File: src/rtl/hrf_pkg.sv
`timescale 1ns/1ps
package hrf_pkg;
  // word addresses of the bank (behaviour depends on them: software map)
  localparam int A_NAME_HI = 8'h00;
  localparam int A_NAME_LO = 8'h01;
  localparam int A_VERSION = 8'h02;
  localparam int A_CTRL    = 8'h08;
  localparam int A_STAT    = 8'h09;
  localparam int A_BLK0    = 8'h10;
  localparam int A_DIG0    = 8'h20;

  localparam logic [31:0] ID_NAME_HI = 32'h6861_7368; // "hash"
  localparam logic [31:0] ID_NAME_LO = 32'h7265_6773; // "regs"
  localparam logic [31:0] ID_VERSION = 32'h312e_3030; // "1.00"

  // control bit positions
  localparam int CB_START = 0;
  localparam int CB_CONT  = 1;

  // big-endian window: word index k of n words of width w sits at this lsb
  function automatic int word_lsb(int k, int n, int w);
    return (n - 1 - k) * w;
  endfunction

  // true when address a falls in [base, base+n)
  function automatic logic in_window(int a, int base, int n);
    return (a >= base) && (a < base + n);
  endfunction
endpackage

File: src/rtl/hrf_cmd_ctrl.sv
`timescale 1ns/1ps
module hrf_cmd_ctrl #(
  parameter int CMD_BITS = 2
) (
  input  logic                clk,
  input  logic                rst_n,
  input  logic                wr_ctrl,
  input  logic [CMD_BITS-1:0] wbits,
  output logic [CMD_BITS-1:0] ctrl_q,
  output logic [CMD_BITS-1:0] pulse_q
);
  // a bit that rises through a write gives one pulse; holding it gives none
  logic [CMD_BITS-1:0] rise_bits;
  assign rise_bits = wbits & ~ctrl_q;

  always_ff @(posedge clk or negedge rst_n) begin
    if (!rst_n) begin
      ctrl_q  <= '0;
      pulse_q <= '0;
    end else begin
      pulse_q <= wr_ctrl ? rise_bits : '0;
      if (wr_ctrl) ctrl_q <= wbits;
    end
  end
endmodule

File: src/rtl/hrf_block_bank.sv
`timescale 1ns/1ps
module hrf_block_bank #(
  parameter int DATA_W = 32,
  parameter int WORDS  = 16,
  localparam int BLK_W = DATA_W * WORDS
) (
  input  logic              clk,
  input  logic              rst_n,
  input  logic [WORDS-1:0]  word_we,
  input  logic [DATA_W-1:0] wdata,
  output logic [BLK_W-1:0]  block_o
);
  import hrf_pkg::*;

  for (genvar i = 0; i < WORDS; i++) begin : g_word
    logic [DATA_W-1:0] word_q;
    always_ff @(posedge clk or negedge rst_n) begin
      if (!rst_n)          word_q <= '0;
      else if (word_we[i]) word_q <= wdata;
    end
    assign block_o[word_lsb(i, WORDS, DATA_W) +: DATA_W] = word_q;
  end
endmodule

File: src/rtl/hrf_read_mux.sv
`timescale 1ns/1ps
module hrf_read_mux #(
  parameter int DATA_W    = 32,
  parameter int ADDR_W    = 8,
  parameter int BLK_WORDS = 16,
  parameter int DIG_WORDS = 5,
  localparam int BLK_W = DATA_W * BLK_WORDS,
  localparam int DIG_W = DATA_W * DIG_WORDS
) (
  input  logic              rd_en,
  input  logic [ADDR_W-1:0] addr,
  input  logic [1:0]        ctrl_bits,
  input  logic              ready,
  input  logic              digest_vld,
  input  logic [BLK_W-1:0]  block,
  input  logic [DIG_W-1:0]  digest,
  output logic [DATA_W-1:0] rdata,
  output logic              unmapped
);
  import hrf_pkg::*;

  logic hit;
  int   ai;

  always_comb begin
    ai    = int'(addr);
    rdata = '0;
    hit   = 1'b1;
    if (ai == A_NAME_HI)      rdata = DATA_W'(ID_NAME_HI);
    else if (ai == A_NAME_LO) rdata = DATA_W'(ID_NAME_LO);
    else if (ai == A_VERSION) rdata = DATA_W'(ID_VERSION);
    else if (ai == A_CTRL)    rdata = DATA_W'(ctrl_bits);
    else if (ai == A_STAT)    rdata = DATA_W'({digest_vld, ready});
    else if (in_window(ai, A_BLK0, BLK_WORDS)) begin
      for (int k = 0; k < BLK_WORDS; k++)
        if (ai == A_BLK0 + k) rdata = block[word_lsb(k, BLK_WORDS, DATA_W) +: DATA_W];
    end else if (in_window(ai, A_DIG0, DIG_WORDS)) begin
      for (int k = 0; k < DIG_WORDS; k++)
        if (ai == A_DIG0 + k) rdata = digest[word_lsb(k, DIG_WORDS, DATA_W) +: DATA_W];
    end else hit = 1'b0;
    if (!rd_en) begin
      rdata = '0;
      hit   = 1'b1;
    end
    unmapped = ~hit;
  end
endmodule

File: src/rtl/hash_reg_front.sv
`timescale 1ns/1ps
module hash_reg_front #(
  parameter int DATA_W    = 32,
  parameter int ADDR_W    = 8,
  parameter int BLK_WORDS = 16,
  parameter int DIG_WORDS = 5,
  localparam int BLK_W = DATA_W * BLK_WORDS,
  localparam int DIG_W = DATA_W * DIG_WORDS
) (
  input  logic              clk,
  input  logic              rst_n,
  input  logic              bus_sel,
  input  logic              bus_we,
  input  logic [ADDR_W-1:0] bus_addr,
  input  logic [DATA_W-1:0] bus_wdata,
  output logic [DATA_W-1:0] bus_rdata,
  output logic              eng_start,
  output logic              eng_cont,
  output logic [BLK_W-1:0]  eng_block,
  input  logic              eng_ready,
  input  logic [DIG_W-1:0]  eng_digest,
  input  logic              eng_digest_vld
);
  import hrf_pkg::*;

  // named internal events
  logic                 bus_wr;
  logic                 bus_rd;
  logic                 wr_ctrl;
  logic [BLK_WORDS-1:0] blk_we;
  logic [1:0]           ctrl_bits;
  logic [1:0]           cmd_pulse;
  logic                 rd_unmapped;

  assign bus_wr  = bus_sel & bus_we;
  assign bus_rd  = bus_sel & ~bus_we;
  assign wr_ctrl = bus_wr & (int'(bus_addr) == A_CTRL);

  for (genvar i = 0; i < BLK_WORDS; i++) begin : g_we
    assign blk_we[i] = bus_wr & (int'(bus_addr) == A_BLK0 + i);
  end

  hrf_cmd_ctrl #(.CMD_BITS(2)) u_cmd (
    .clk     (clk),
    .rst_n   (rst_n),
    .wr_ctrl (wr_ctrl),
    .wbits   (bus_wdata[1:0]),
    .ctrl_q  (ctrl_bits),
    .pulse_q (cmd_pulse)
  );

  assign eng_start = cmd_pulse[CB_START];
  assign eng_cont  = cmd_pulse[CB_CONT];

  hrf_block_bank #(.DATA_W(DATA_W), .WORDS(BLK_WORDS)) u_bank (
    .clk     (clk),
    .rst_n   (rst_n),
    .word_we (blk_we),
    .wdata   (bus_wdata),
    .block_o (eng_block)
  );

  hrf_read_mux #(
    .DATA_W(DATA_W), .ADDR_W(ADDR_W), .BLK_WORDS(BLK_WORDS), .DIG_WORDS(DIG_WORDS)
  ) u_rd (
    .rd_en      (bus_rd),
    .addr       (bus_addr),
    .ctrl_bits  (ctrl_bits),
    .ready      (eng_ready),
    .digest_vld (eng_digest_vld),
    .block      (eng_block),
    .digest     (eng_digest),
    .rdata      (bus_rdata),
    .unmapped   (rd_unmapped)
  );
endmodule

File: config.mk
export PLATFORM = sky130hd
export DESIGN_NAME = hash_reg_front
export DESIGN_NICKNAME = d
export VERILOG_FILES = /design/src/rtl/hrf_pkg.sv /design/src/rtl/hrf_cmd_ctrl.sv /design/src/rtl/hrf_block_bank.sv /design/src/rtl/hrf_read_mux.sv /design/src/rtl/hash_reg_front.sv
export SDC_FILE = /design/constraint.sdc
export NUM_CORES = 1
export LEC_CHECK = 0
export ABC_AREA = 0
export BUFFER_PORTS_ARGS = -buffer_cell sky130_fd_sc_hd__buf_2
export CORE_AREA = 2 2 290 292
export CTS_BUF_LIST = sky130_fd_sc_hd__clkbuf_16
export DETAILED_ROUTE_END_ITERATION = 7
export DIE_AREA = 0 0 292 294
export MAX_ROUTING_LAYER = met4
export PLACE_DENSITY = 0.57
export SYNTH_ARGS = -nofsm -noshare
export SYNTH_HDL_FRONTEND = slang
export SYNTH_SLANG_ARGS = --single-unit
File: constraint.sdc
create_clock -name clk -period 3.06 [get_ports clk]
set_input_delay 0.612 -clock clk [delete_from_list [all_inputs] [get_ports clk]]
set_output_delay 0.612 -clock clk [all_outputs]
set_load 0.005 [all_outputs]
==> flow_summary.json <==
{
  "status": "finished, violations left",
  "failed_checks": "negative setup slack",
  "grt_pass1_wl_um": 215000,
  "vias": 26000,
  "cts_tree": "yes",
  "start_kind": "primary input",
  "num_io_pins": 752,
  "yosysTopAreaCell": "dfrtp_1",
  "post-dp-hpwl_um": 122000,
  "ant_nets": 0,
  "die_area_sq_um": 85800,
  "avgViaCountPerCell": 5.83,
  "fin_crit_sh_pct": 112,
  "final_nets": 3518,
  "syn_nets": 2400,
  "die_w_um": 292,
  "regToRegSetupSlack_ns": 2.14,
  "ys_async_sr_fraction_pct": 100,
  "synthFlopType": "dfrtp_1",
  "ys_top_cells_by_area": "dfrtp_1 49%, mux2_2 22%, mux4_2 2.8%",
  "rr_startpoint": "u_bank.g_word[14].word_q[0]",
  "grt_max_degree": 83,
  "antenna_found_initial": 25,
  "yosysUniqueCellTypes": 78,
  "fin_cells": 4456,
  "grt_use_total_pct": 37.1,
  "drive_above_1_share_pct": 62.7,
  "worst_slack_ns": -0.366,
  "worst-setup-path-type": "primary input to primary output",
  "synth-edff-count": 0,
  "cts_sinks": 516,
  "finalClockSkew_ns": 0.000167,
  "wl_per_cell_um": 35.9,
  "cp-end-kind": "primary output",
  "yosysWarnings": 0,
  "fin_crit_ns": 3.43,
  "worstMarginPinSlew_ns": 0.609,
  "clock_latency_ns": 0.62,
  "cts-root-buf": "clkbuf_16",
  "slew_headroom_pct": 59.0,
  "gp_congestion": 1.00,
  "first_pass_iters": 6,
  "synth_seq_area_share_pct": 49.3,
  "syn_avg_cell_area_sq_um": 11.9,
  "tns_ns": -7.70,
  "coreArea_sq_um": 82900,
  "drt_iter0_drc": 2474,
  "power.density_nw_per_um2": 433,
  "area_growth_pct": 48.8,
  "setup_viol": 32,
  "synth_cells": 2194,
  "report.final.slew_viol_count": 0,
  "overflow": 0,
  "grt_pass1_vias": 25500,
  "whs_ns": 0.389,
  "cts_buffer_depth": 3,
  "reg2reg_to": "u_bank.g_word[14].word_q[0]",
  "cap_viol_max_count": 0,
  "nFillCells": 7840,
  "hold_viol_final": 0,
  "crit_path_end": "bus_rdata[29]",
  "port_buffers": 751,
  "rows": 106,
  "final_cell_mix": "739 x buf_2, 521 x mux2_2, 516 x dfrtp_1",
  "dp.cells": 4269,
  "synthesis.area_sq_um": 26200,
  "path_clk_slew_ns": 0.06,
  "p_leak_nw": 19.8,
  "ys_seq_elements": 516,
  "startpoint": "bus_addr[6]",
  "cp.arrival_ns": 2.81,
  "htree_levels": 2,
  "synth_top_area_share_pct": 49.3,
  "die_h_um": 294,
  "drc": 0,
  "irDropWorstVdd_uv": 402,
  "drt_wl_total_um": 160000,
  "worst_ep_required_time_ns": 2.45,
  "initial_core_util_pct": 31.6,
  "hp-class": "primary input to flip-flop",
  "fmax_ghz": 0.292,
  "rr_worst_depth": 2,
  "rsz0062_at_grt": "true",
  "final_common_cell": "buf_2",
  "cts_made_buffers": 60,
  "crit_path_max_fanout": 5
}
[worst min-delay path by stage]
stage | startpoint | to | depth (start not counted)
6_report | bus_wdata[15] | u_bank.g_word[8].word_q[15] | 3
5_1_grt | bus_wdata[1] | u_bank.g_word[4].word_q[1] | 3
4_1_cts | bus_wdata[15] | u_bank.g_word[8].word_q[15] | 3
3_5_place_dp | u_cmd.ctrl_q[0] | u_cmd.pulse_q[0] | 1
3_3_place_gp | u_cmd.ctrl_q[0] | u_cmd.pulse_q[0] | 1
2_1_floorplan | rst_n | u_bank.g_word[0].word_q[0] | 0
[metal layers]
| metal | vias up | track usage (%) | part of all wire (%) |
|---|---|---|---|
| met5 | - | - | 0 |
| met4 | 0 | 12.9 | 4.4 |
| met3 | 348 | 9.12 | 9.2 |
| met2 | 1626 | 58.3 | 46 |
| met1 | 13500 | 46.6 | 40 |
| li1 | 10500 | - | - |
[where the power goes]
part	switching (W)	internal (W)	total [W]	leakage (nW)
clock	0.00315	0.00420	0.00735	0.970
combinational	0.00135	0.000972	0.00232	11.6
sequential	0.000190	0.00701	0.00720	7.14
total	0.00469	0.0122	0.0169	19.8
[cells in the mapped netlist, types with 4 or more instances]
cell / count
nand2b_1: 11
nor3_1: 23
nor3_2: 5
nor4_1: 7
nor2_1: 106
a2111oi_0: 7
a32oi_1: 5
mux2_1: 9
o211ai_1: 12
nor3b_1: 4
mux4_2: 32
a211oi_1: 24
a21oi_1: 122
inv_1: 7
a22oi_1: 29
o22ai_1: 43
nor2_2: 6
clkbuf_1: 77
buf_1: 8
mux2_2: 521
and2_1: 9
mux2i_1: 63
dfrtp_1: 516
o2111ai_1: 6
o21a_1: 11
nand2_1: 94
o32ai_1: 13
or3_1: 7
a31oi_1: 24
a221oi_1: 22
a222oi_1: 8
a211o_1: 4
nand4_1: 6
a22o_1: 10
o21ai_0: 108
o2bb2ai_1: 4
a221o_1: 6
o221ai_1: 14
nor2b_1: 13
buf_2: 98
buf_4: 15
nand3_1: 25
[state kept, by name, summed over array words and instances, names as in the netlist]
register              flops
u_bank.g_word.word_q    512
u_cmd.ctrl_q              2
u_cmd.pulse_q             2
[worst max-delay path: stages]
cell	delay (ns)
buf_8	0.10
buf_6	0.11
nor4b_4	0.26
buf_6	0.15
buf_4	0.15
buf_16	0.14
buf_4	0.15
nand3_4	0.10
buf_6	0.17
nor2_2	0.09
nor4_2	0.07
nor4_4	0.43
buf_4	0.18
buf_6	0.08
[logic make-up after synthesis]
kind of cell,count (synthesis),synth area share (%)
and+or+nand+nor,339,6.37
muxes,625,28.0
buffers and inverters,207,3.65
AOI/OAI and AO/OA,507,12.7
DFF,516,49.3
[metrics by stage]
step | total power, W | setup slack, ns | area (sq um) | utilization [%]
6_report | 0.0169 | -0.366 | 39000 | 47.0
3_3_place_gp | 0.00938 | -1.18 | 34900 | 42.1
4_1_cts | 0.0168 | -0.376 | 38000 | 45.9
2_1_floorplan | 0.00796 | 0.101 | 26200 | -
5_1_grt | 0.0173 | -0.466 | 39000 | 47.0
3_5_place_dp | 0.00939 | -1.17 | 34900 | 42.1
[repair_timing]
item | CTS | global route
pin swaps | 46 | 73
endpoints found under the setup margin | 32 | 32
hold endpoints to repair | 47 | 0
resized for setup | 206 | 141
buffers inserted | 23 | 39
cloned | 4 | 1
hold buffers | 1 | 0
[cell type report]
class / count / area, sq um / share of cell area [%]
multi-input cells: 1471 / 13600 / 34.8
flip-flops and latches: 516 / 12900 / 33.1
repair buffers: 1254 / 9100 / 23.4
clock buffers: 61 / 1530 / 3.92
well taps: 1080 / 1350 / 3.47
clock inverters: 47 / 427 / 1.10
diodes: 18 / 45.0 / 0.116
inverters: 9 / 37.5 / 0.0964
No activity file was read; power rests on OpenSTA's default activity.
